--- config.mk ---
export PLATFORM = sky130hd
export DESIGN_NAME = i2c_mst_status
export DESIGN_NICKNAME = d
export VERILOG_FILES = /design/src/rtl/i2c_mst_stat_pkg.sv /design/src/rtl/i2c_mst_stat_ctrl.sv /design/src/rtl/i2c_mst_stat_dp.sv /design/src/rtl/i2c_mst_status.sv
export SDC_FILE = /design/constraint.sdc
export NUM_CORES = 1
export LEC_CHECK = 0
export BUFFER_PORTS_ARGS = -buffer_cell sky130_fd_sc_hd__buf_2
export CORE_MARGIN = 3
export CORE_UTILIZATION = 33
export DETAILED_ROUTE_END_ITERATION = 10
export PLACE_DENSITY_LB_ADDON = 0.05
export SLEW_MARGIN = 20
export SYNTH_ARGS = -nofsm -noshare
export SYNTH_HDL_FRONTEND = slang
export SYNTH_SLANG_ARGS = --single-unit
--- constraint.sdc ---
create_clock -name clk -period 0.8 [get_ports clk]
set_input_delay 0.04 -clock clk [delete_from_list [all_inputs] [get_ports clk]]
set_output_delay 0.04 -clock clk [all_outputs]
set_load 0.01 [all_outputs]
--- src/rtl/i2c_mst_stat_pkg.sv ---
package i2c_mst_stat_pkg;

  // Bit positions of the interrupt enable vector
  localparam int EN_TX    = 0;
  localparam int EN_RX    = 1;
  localparam int EN_NACK  = 2;
  localparam int EN_ARB   = 3;
  localparam int EN_DONE  = 4;
  localparam int IRQ_SRCS = 5;

  localparam int STATUS_W = 16;

  // Strobes from the control module to the flag registers
  typedef struct packed {
    logic       setBusy;
    logic       clrBusy;
    logic       setDone;
    logic       clrDone;
    logic       rxOvf;
    logic       dataNack;
    logic       masterBusy;
    logic       arbLost;
    logic       addrNack;
    logic       rxReq;
    logic       txReq;
    logic [1:0] txCode;
  } stat_strobe_t;

endpackage

--- src/rtl/i2c_mst_stat_ctrl.sv ---
module i2c_mst_stat_ctrl
  import i2c_mst_stat_pkg::*;
#(
  parameter int TX_DEPTH = 2,
  localparam int LVL_W   = $clog2(TX_DEPTH + 1)
) (
  input  logic             busStart,
  input  logic             busStop,
  input  logic             engineActive,
  input  logic             xferDone,
  input  logic             dataNackEv,
  input  logic             addrNackEv,
  input  logic             arbLostEv,
  input  logic             addrWrSent,
  input  logic             rxWrite,
  input  logic             rxFull,
  input  logic [LVL_W-1:0] txLevel,
  input  logic             clrDone,
  output stat_strobe_t     strb
);

  localparam logic [LVL_W-1:0] FULL_LVL = LVL_W'(TX_DEPTH);
  localparam logic [LVL_W-1:0] ONE_LVL  = LVL_W'(1);

  logic txNearEmpty;
  assign txNearEmpty = (txLevel <= ONE_LVL);

  always_comb begin
    strb            = '0;
    strb.setBusy    = busStart;
    strb.clrBusy    = busStop;
    strb.setDone    = xferDone;
    strb.clrDone    = clrDone;
    strb.rxOvf      = rxWrite & rxFull;
    strb.rxReq      = rxWrite & ~rxFull;
    strb.dataNack   = dataNackEv;
    strb.addrNack   = addrNackEv;
    strb.arbLost    = arbLostEv;
    strb.masterBusy = engineActive & ~arbLostEv;
    strb.txReq      = addrWrSent & txNearEmpty;
    if (txLevel == '0)
      strb.txCode = 2'b00;
    else if (txLevel >= FULL_LVL)
      strb.txCode = 2'b11;
    else
      strb.txCode = 2'b01;
  end

endmodule

--- src/rtl/i2c_mst_stat_dp.sv ---
module i2c_mst_stat_dp
  import i2c_mst_stat_pkg::*;
(
  input  logic                clk,
  input  logic                rst,
  input  stat_strobe_t        strb,
  input  logic [IRQ_SRCS-1:0] irqEnable,
  output logic [STATUS_W-1:0] statusWord,
  output logic                irq
);

  logic busBusy, doneFlag;
  logic ovfFlag, dNackFlag, mBusyFlag, arbFlag, aNackFlag, rxReqFlag, txReqFlag;
  logic [1:0] txCodeReg;
  logic [IRQ_SRCS-1:0] srcVec;

  // Flags that hold their value until cleared
  always_ff @(posedge clk) begin
    if (rst) begin
      busBusy  <= 1'b0;
      doneFlag <= 1'b0;
    end else begin
      if (strb.setBusy)      busBusy <= 1'b1;
      else if (strb.clrBusy) busBusy <= 1'b0;
      if (strb.setDone)      doneFlag <= 1'b1;
      else if (strb.clrDone) doneFlag <= 1'b0;
    end
  end

  // Flags that follow their condition
  always_ff @(posedge clk) begin
    if (rst) begin
      ovfFlag   <= 1'b0;
      dNackFlag <= 1'b0;
      mBusyFlag <= 1'b0;
      arbFlag   <= 1'b0;
      aNackFlag <= 1'b0;
      rxReqFlag <= 1'b0;
      txReqFlag <= 1'b0;
      txCodeReg <= 2'b00;
    end else begin
      ovfFlag   <= strb.rxOvf;
      dNackFlag <= strb.dataNack;
      mBusyFlag <= strb.masterBusy;
      arbFlag   <= strb.arbLost;
      aNackFlag <= strb.addrNack;
      rxReqFlag <= strb.rxReq;
      txReqFlag <= strb.txReq;
      txCodeReg <= strb.txCode;
    end
  end

  always_comb begin
    srcVec          = '0;
    srcVec[EN_TX]   = txReqFlag;
    srcVec[EN_RX]   = rxReqFlag;
    srcVec[EN_NACK] = dNackFlag | aNackFlag;
    srcVec[EN_ARB]  = arbFlag;
    srcVec[EN_DONE] = doneFlag;
  end

  always_ff @(posedge clk) begin
    if (rst) irq <= 1'b0;
    else     irq <= |(srcVec & irqEnable);
  end

  assign statusWord = {5'b00000, busBusy, ovfFlag, doneFlag, dNackFlag, mBusyFlag,
                       arbFlag, aNackFlag, rxReqFlag, txReqFlag, txCodeReg};

  // a completion event always leaves the flag set
  assert_done_set_R3: assert property (@(posedge clk) disable iff (rst)
    strb.setDone |=> doneFlag);
  // the flag only drops through the clear strobe
  assert_done_hold_R3: assert property (@(posedge clk) disable iff (rst)
    (doneFlag && !strb.clrDone) |=> doneFlag);
  // an interrupt never rises with every enable low
  assert_irq_enabled_R11: assert property (@(posedge clk) disable iff (rst)
    (irqEnable == '0) |=> !irq);
  // with no active source, no interrupt follows
  assert_irq_source_R11: assert property (@(posedge clk) disable iff (rst)
    (srcVec == '0) |=> !irq);

endmodule

--- src/rtl/i2c_mst_status.sv ---
module i2c_mst_status
  import i2c_mst_stat_pkg::*;
#(
  parameter int TX_DEPTH = 2,
  localparam int LVL_W   = $clog2(TX_DEPTH + 1)
) (
  input  logic             clk,
  input  logic             rst,
  input  logic             busStart,
  input  logic             busStop,
  input  logic             engineActive,
  input  logic             xferDone,
  input  logic             dataNackEv,
  input  logic             addrNackEv,
  input  logic             arbLostEv,
  input  logic             addrWrSent,
  input  logic             rxWrite,
  input  logic             rxFull,
  input  logic [LVL_W-1:0] txLevel,
  input  logic             clrDone,
  input  logic [4:0]       irqEnable,
  output logic [15:0]      statusWord,
  output logic             irq
);

  stat_strobe_t strb;

  i2c_mst_stat_ctrl #(.TX_DEPTH(TX_DEPTH)) u_ctrl (
    .busStart     (busStart),
    .busStop      (busStop),
    .engineActive (engineActive),
    .xferDone     (xferDone),
    .dataNackEv   (dataNackEv),
    .addrNackEv   (addrNackEv),
    .arbLostEv    (arbLostEv),
    .addrWrSent   (addrWrSent),
    .rxWrite      (rxWrite),
    .rxFull       (rxFull),
    .txLevel      (txLevel),
    .clrDone      (clrDone),
    .strb         (strb)
  );

  i2c_mst_stat_dp u_dp (
    .clk        (clk),
    .rst        (rst),
    .strb       (strb),
    .irqEnable  (irqEnable),
    .statusWord (statusWord),
    .irq        (irq)
  );

  // a start always marks the bus busy
  assert_busy_start_R1: assert property (@(posedge clk) disable iff (rst)
    busStart |=> statusWord[10]);
  // a lone stop frees the bus
  assert_busy_stop_R1: assert property (@(posedge clk) disable iff (rst)
    (busStop && !busStart) |=> !statusWord[10]);
  // a write into a full receive FIFO is flagged
  assert_rx_overflow_R2: assert property (@(posedge clk) disable iff (rst)
    (rxWrite && rxFull) |=> statusWord[9]);
  // an empty transmit FIFO reads as code 00
  assert_tx_empty_R10: assert property (@(posedge clk) disable iff (rst)
    (txLevel == '0) |=> (statusWord[1:0] == 2'b00));
  // reserved bits stay zero
  always_comb begin
    if (!rst) assert_reserved_R10: assert (statusWord[15:11] == 5'b0);
  end

endmodule

[Yosys cells after proc, flatten, opt, wreduce, memory -nomap -nowiden]
Index checks and enable logic that the tools add are counted.
Storage, ports and cells
  register bits after elaboration: 12
  word-level logic and storage cells: 31
  bits of input ports: 20
Operators by class
  $lt $le $gt $ge: 2
  muxes and demuxes: 5
  bitwise operators: 8
  reduce and logical (&&, ||, !) cells: 5
Operator list (count)
  5-bit AND: 1
  5-bit OR reduction: 1
  1-bit AND: 4
  1-bit 2-to-1 mux: 4
  2-bit nonzero test: 2
  2-bit >= comparator (second input constant): 1
  2-bit by 1-bit <= comparator with 1-bit output (second input constant): 1
  2-bit zero test: 1
  2-bit 2-to-1 mux: 1
  1-bit inverter: 2
  2-bit OR reduction: 1
  1-bit bitwise OR: 1

[Longest topological paths before layout]
Gate-level depths: netlist (run 1).
  depth in word-level cells: 3
  depth in mapped cells: 2

[By module]
A second synthesis (run 1) with hierarchy kept.
Unflattened totals
  cells, all modules: 60
  area total of the unflattened synthesis: 574.3 um2
Modules (own cells, without submodules)
  i2c_mst_stat_dp: area an instance 486.7 um2, instances 1, cells each 47
  i2c_mst_stat_ctrl: area an instance 87.6 um2, instances 1, cells each 13

[Least setup slack after synthesis (run 1)]
No wires, ideal clock.
  kind: register to register
  from: register u_dp.rxReqFlag
  to: register u_dp.irq
  path buffers: 0
  data required time: 0.674 ns
  library setup time: 0.126 ns
  stages on the path, launching flop included: 3
  arrival: 0.538 ns
  path slack: 0.137 ns
  period minus slack after synthesis: 0.663 ns
  cells stage by stage: dfxtp_1 > a22oi_1 > a31oi_1
On the way
  longest elaborated chain between the ends: 2
Ends and longest elaborated chain
  from (decl): line i2c_mst_stat_dp.sv:13  | logic ovfFlag, dNackFlag, mBusyFlag, arbFlag, aNackFlag, rxReqFlag, txReqFlag;
  from (signal assigned): line i2c_mst_stat_dp.sv:47  | rxReqFlag <= strb.rxReq;
  5-bit AND: line i2c_mst_stat_dp.sv:64  | else irq <= |(srcVec & irqEnable);
  5-bit OR reduction: line i2c_mst_stat_dp.sv:64
  to (signal assigned): line i2c_mst_stat_dp.sv:64
  to (decl): line i2c_mst_stat_dp.sv:9  | output logic irq
No other way between the ends.
A chain may end at the register's enable or synchronous reset.

[Final worst setup path (run 1)]
  from: register u_dp.doneFlag
  to: output statusWord[8]
RTL lines
  from (decl): line i2c_mst_stat_dp.sv:12  | logic busBusy, doneFlag;
  from (signal assigned): line i2c_mst_stat_dp.sv:21  | doneFlag <= 1'b0;
  from (signal assigned): line i2c_mst_stat_dp.sv:25  | if (strb.setDone) doneFlag <= 1'b1;
  from (signal assigned): line i2c_mst_stat_dp.sv:26  | else if (strb.clrDone) doneFlag <= 1'b0;
  to (decl): line i2c_mst_status.sv:22  | output logic [15:0] statusWord,
No word-level cell between the ends.

==> reports/results.ini, run 1 <==
[setup_path]
crit_path_max_fanout = 3
critPathBufInv = 1
critPathArrivalTime_ps = 710
crit_path_end_kind = primary output
r2r-start = u_dp.rxReqFlag
crit_slowest_cell = dfxtp_2
cp_data_required_time_ps = 760
start_kind = flip-flop
crit_path_max_incr_delay_ps = 350
crit_family = flip-flops
startpoint = u_dp.doneFlag
crit_chain = buf_6
crit_type = flip-flop to primary output

[power_and_ir_drop]
powerDensity_nw_per_um2 = 1713
p_seq_frac = 0.543
netSwitchingFraction = 0.2283
p_comb_frac = 0.158
p_sw_mw = 0.2711
cellLeakagePower_nw = 0.3544
clkPwrFrac = 0.299
ir_drop_v = 0.001271
p_int_mw = 0.9162

[timing]
finalSetupViolCount = 0
rsz0062_at_grt = true
final_hold_viol_count = 0
fmax_ghz = 1.329
finClkSkew_ps = 1.522
period_share = 0.9403
slew_viol_final = 0
timing.final.ws_setup_ps = 47.73
finalCriticalPeriod_ps = 752.3

[grt]
grt_usage = 0.09917
antenna_found_initial = 0
grt_pass1_wl_mm = 1.393
grt_remaining_overflow = 0
grt_pass1_vias = 375
grt_start_max_net_pins = 13

[clock_tree]
clk-insertion-delay-late_ps = 260
htreeDepth = 1
path_clk_slew_ps = 70
cts_root_buf = clkbuf_4
post_cts_buffers = 0
cts_tree = built
clock_sinks = 12
clockBufferDepth = 2
cts-buffers-inserted = 3

[layout]
ff_latch_area_um2 = 246.5
drive_above_1_share = 0.5250
area_growth_pct = 39.90
antenna_cells = 0
multi_input_area_um2 = 146.4
fin_area_um2 = 693.2
fillers = 136
layout.nets = 102

[placement]
place.gp.congestion = 0.6401
dp_hpwl_um = 670.3
portBuffers = 31
dpl_worst_slack_ps = 87.58
place_area_um2 = 568.0

[synth]
synth_compound_area_frac = 0.07323
synth_top_area_frac = 0.4848
synth_warnings = 0
synthSimpleGateAreaFrac = 0.1843
synth_area_leader_cell = dfxtp_1
ys_seq_area_frac = 0.4848
yosys_register_bits = 12
avgSynthCellArea_um2 = 10.32
yosys.area_share.adder = 0
ys_types = 14
synth_top_family_by_area = buffers and inverters
syn_area_um2 = 495.5
synth-xor-area-share = 0
synthMuxAreaShare = 0
synthCells = 48
ys_top_cells_by_area = dfxtp_1 (48%), buf_4 (21%), nor3b_2 (7.6%)

[floorplan]
fp.dieW_um = 44.75
start_util = 0.3670
die_h_um = 44.75
die_area_um2 = 2003
core_um2 = 1350
io_pins = 37
num_rows = 13

[route]
drt_iter0_markers = 1
drcViolationCount = 0
ant_nets = 0
routed_wl_um = 889
vias = 404
routed_via_density = 4.253
firstDrtPassIters = 2
avgRoutedWirePerCell_um = 9.358

[hold_path]
hp-start = addrWrSent
min_path_type = primary input to flip-flop

[job]
maxCapViolCount = 0

[run_status]
status = finished, final reports clean

[cell usage in the layout (no fill, tap or decap)]
cell type,instances
a21oi_1,2
a22oi_1,2
a31oi_1,1
and3b_1,1
buf_2,30
buf_6,1
clkbuf_4,3
conb_1,5
dfxtp_1,7
dfxtp_2,5
dlygate4sd3_1,9
inv_1,2
nand2b_1,2
nor2_1,2
nor2b_1,4
nor3b_2,3
o21ai_0,1
[stage by stage]
step                      hold slack [ps]  utilization  instances  power, mW  setup TNS, ps
final                               20.51       0.5134         95      1.187              0
after global placement              222.6       0.4208         83     0.8076              0
after floorplan                     109.5            -         52     0.7764              0
after detailed placement            224.8       0.4208         83     0.8078              0
after global routing                8.650       0.5134         95      1.266         -8.725
after CTS                           13.60       0.5051         95      1.211              0
[path summary, 6_finish.rpt]
path              slack (ps)  cells after the start        endpoint
setup / recovery          50                      1   statusWord[8]
hold / removal            20                      2  u_dp.txReqFlag
setup reg to reg          80                      2        u_dp.irq
hold reg to reg          470                      2    u_dp.busBusy
[state kept, by name (all words and copies together) (netlist names)]
register	flops
u_dp.mBusyFlag	1
u_dp.txReqFlag	1
u_dp.dNackFlag	1
u_dp.busBusy	1
u_dp.irq	1
u_dp.doneFlag	1
u_dp.arbFlag	1
u_dp.ovfFlag	1
u_dp.rxReqFlag	1
u_dp.aNackFlag	1
u_dp.txCodeReg	2
[per-layer routing]
layer  up-vias  wire (um)  GRT usage
met2        23        480     0.1891
li1        200          -          -
met4         0          0    0.01807
met1       181        295    0.08557
met5         -          0          0
met3         0        114    0.06375
[kinds of logic (layout without fill, tap and decap cells)]
| family | count (synthesis) | after routing |
|---|---|---|
| buffers and inverters | 17 | 45 |
| other | 1 | 5 |
| AND/OR/NAND/NOR | 12 | 12 |
| flip-flops | 12 | 12 |
| AO/OA/AOI/OAI | 6 | 6 |
[worst register-to-register path: stages (launching register included)]
cell	delay [ps]
dfxtp_1	310
a22oi_1	190
a31oi_1	100
[cell type report]
class	count	share of cell area
Timing Repair Buffer	40	0.3628
Sequential cell	12	0.3556
Multi-Input combinational cell	23	0.2112
Clock buffer	3	0.03249
Tap cell	15	0.02708
Inverter	2	0.01083
[cells in the mapped netlist]
cell,count
nor2_1,2
dfxtp_1,12
conb_1,1
o21ai_0,1
buf_4,14
and3b_1,1
a31oi_1,1
a21oi_1,2
nor3b_2,3
nand2b_1,2
a22oi_1,2
nor2b_1,4
buf_6,1
inv_1,2
[power groups by stage]
stage / registers, mW / clock network [mW] / logic [mW]
final: 0.644 / 0.355 / 0.188
after global routing: 0.649 / 0.410 / 0.207
after CTS: 0.642 / 0.384 / 0.186
after detailed placement: 0.655 / 0 / 0.153
after global placement: 0.655 / 0 / 0.153
after floorplan: 0.661 / 0 / 0.116
[timing repair]
item,in CTS,in global routing
setup endpoints to repair,1,5
hold endpoints to repair,8,0
hold buffers,9,0
cloned,0,0
resized for setup,1,5
No activity file was read; power rests on OpenSTA's default activity.
==> inputs of run 2 (changes only) <==
==> constraint.sdc (replaced) <==
create_clock -name clk -period 0.8 [get_ports clk]
set_input_delay 0 -clock clk [delete_from_list [all_inputs] [get_ports clk]]
set_output_delay 0 -clock clk [all_outputs]
set_load 0.01 [all_outputs]
==> reports/results.ini, run 2 (synthesis results as in run 1) <==
[power_and_ir_drop]
cellLeakagePower_nw = 0.3686  ; +4.0%
powerDensity_nw_per_um2 = 1653  ; -3.5%
clkPwrFrac = 0.295  ; -0.004
p_seq_frac = 0.538  ; -0.005
ir_drop_v = 0.001211  ; -4.7%
netSwitchingFraction = 0.2264  ; -0.001913
p_int_mw = 0.9233  ; +0.78%
p_comb_frac = 0.167  ; +0.009
p_sw_mw = 0.2702  ; -0.32%

[job]
maxCapViolCount = 0  ; unchanged

[floorplan]
num_rows = 13  ; unchanged
io_pins = 37  ; unchanged
core_um2 = 1350  ; unchanged
die_area_um2 = 2003  ; unchanged
start_util = 0.3670  ; unchanged
die_h_um = 44.75  ; unchanged
fp.dieW_um = 44.75  ; unchanged

[timing]
final_hold_viol_count = 0  ; unchanged
slew_viol_final = 0  ; unchanged
finalSetupViolCount = 0  ; unchanged
timing.final.ws_setup_ps = 73.62  ; +25.89 ps
tns_ps = 0  ; unchanged
finClkSkew_ps = 0.3202  ; -1.202 ps
fmax_ghz = 1.377  ; +3.6%
rsz0062_at_grt = false
period_share = 0.9080  ; -0.03236
finalCriticalPeriod_ps = 726.4  ; -25.89 ps

[layout]
fin_area_um2 = 721.9  ; +4.2%
drive_above_1_share = 0.4524  ; -0.07262
layout.nets = 106  ; +3.9%
layout_commonest_cell = buf_2
fin_cells = 99  ; +4.2%
largest_register = u_dp.txCodeReg
antenna_cells = 0  ; unchanged
largest_register_ffs = 2  ; unchanged
layout_common_cells = buf_2 (31), dlygate4sd3_1 (13), dfxtp_1 (11)
area_growth_pct = 45.71

[clock_tree]
htreeDepth = 1  ; unchanged
cts-buffers-inserted = 3  ; unchanged
cts_root_buf = clkbuf_4
cts_tree = built
clockBufferDepth = 2  ; unchanged
post_cts_buffers = 0  ; unchanged
clk-insertion-delay-late_ps = 260  ; about the same
path_clk_slew_ps = 70  ; about the same
clock_sinks = 12  ; unchanged

[setup_path]
crit_chain = dlygate4sd3_1 -> buf_2 -> nand2b_1 -> a21oi_1
crit_family = buffers and inverters
cp_data_required_time_ps = 990  ; +230 ps
crit_slowest_cell = dlygate4sd3_1
crit_type = primary input to flip-flop
crit_path_end_kind = flip-flop
crit_path_max_incr_delay_ps = 540  ; +190 ps
crit_path_max_fanout = 1  ; -2
start_kind = primary input
critPathArrivalTime_ps = 920  ; +210 ps
critPathBufInv = 2  ; +1

[route]
routed_via_density = 4.152  ; -2.4%
routed_wl_um = 946  ; +6.4%
ant_nets = 0  ; unchanged
firstDrtPassIters = 1  ; -1
drt_iter0_markers = 0  ; -1
avgRoutedWirePerCell_um = 9.556  ; +2.1%
drcViolationCount = 0  ; unchanged
vias = 411  ; +1.7%

[placement]
dp_hpwl_um = 670.3  ; unchanged
place.gp.congestion = 0.6401  ; unchanged
placed_cells = 83  ; unchanged
dpl_worst_slack_ps = 87.58  ; unchanged
place_area_um2 = 568.0  ; unchanged
portBuffers = 31  ; unchanged

[run_status]
status = finished, final reports clean

[grt]
grt_remaining_overflow = 0  ; unchanged
grt_usage = 0.1050  ; +0.005785
grt_pass1_vias = 386  ; +2.9%
grt_start_max_net_pins = 13  ; unchanged
antenna_found_initial = 0  ; unchanged
grt_pass1_wl_mm = 1.469  ; +5.5%

[hold_path]
min_path_type = primary input to flip-flop

==> run 2: cell count changes in the layout (fill, tap and decap cells not counted) <==
cell,change
dfxtp_2,-4
buf_6,-1
dfxtp_1,+4
dlygate4sd3_1,+4
buf_2,+1
==> run 2: metrics by stage <==
step,power (mW),hold slack (ps),util
after floorplan,0.7764,69.51,-
after global placement,0.8076,182.6,0.4208
after detailed placement,0.8078,184.8,0.4208
after CTS,1.225,12.29,0.5338
after global routing,1.276,14.63,0.5348
final,1.194,17.24,0.5348
==> run 2: tightest hold or removal path, cell delays in order <==
cell and delay (ps):
buf_2 90, o21ai_0 70, a31oi_1 70
==> run 2: layer usage <==
layer	global-route usage	routed length, um	vias to the layer above	part of all wire
met2	0.2034	530	23	0.56
met3	0.06375	114	0	0.12
met5	0	0	-	0
li1	-	-	206	-
met1	0.09046	301	182	0.32
met4	0.01807	0	0	0
==> run 2: cell type report <==
class                      instances  area (um^2)
fill                             127        628.1
tap                               15        18.77
multi-input combinational         23        146.4
sequential                        12        241.5
timing repair buffer              44        285.3
inverter                           2        7.507
clock buffer                       3        22.52
==> run 2: power groups by stage <==
stage | clock network [mW] | registers [mW] | logic (mW)
4_1_cts | 0.384 | 0.641 | 0.200
6_report | 0.352 | 0.642 | 0.200
3_3_place_gp | 0 | 0.655 | 0.153
3_5_place_dp | 0 | 0.655 | 0.153
2_1_floorplan | 0 | 0.661 | 0.116
5_1_grt | 0.409 | 0.646 | 0.221
==> run 2: worst paths after layout <==
| path | from | endpoint | slack (ps) | cells past startpoint |
|---|---|---|---|---|
| setup / recovery | clrDone | u_dp.doneFlag | 70 | 4 |
| hold / removal | irqEnable[2] | u_dp.irq | 20 | 3 |
| hold reg to reg | u_dp.busBusy | u_dp.busBusy | 470 | 2 |
| setup reg to reg | u_dp.rxReqFlag | u_dp.irq | 80 | 2 |
==> run 2: what timing repair did <==
action / 4_1_cts / 5_1_grt
endpoints found under the setup margin: 0 / 1
hold buffers: 13 / 0
endpoints found under the hold margin: 11 / 0
gates resized for setup: 0 / 1
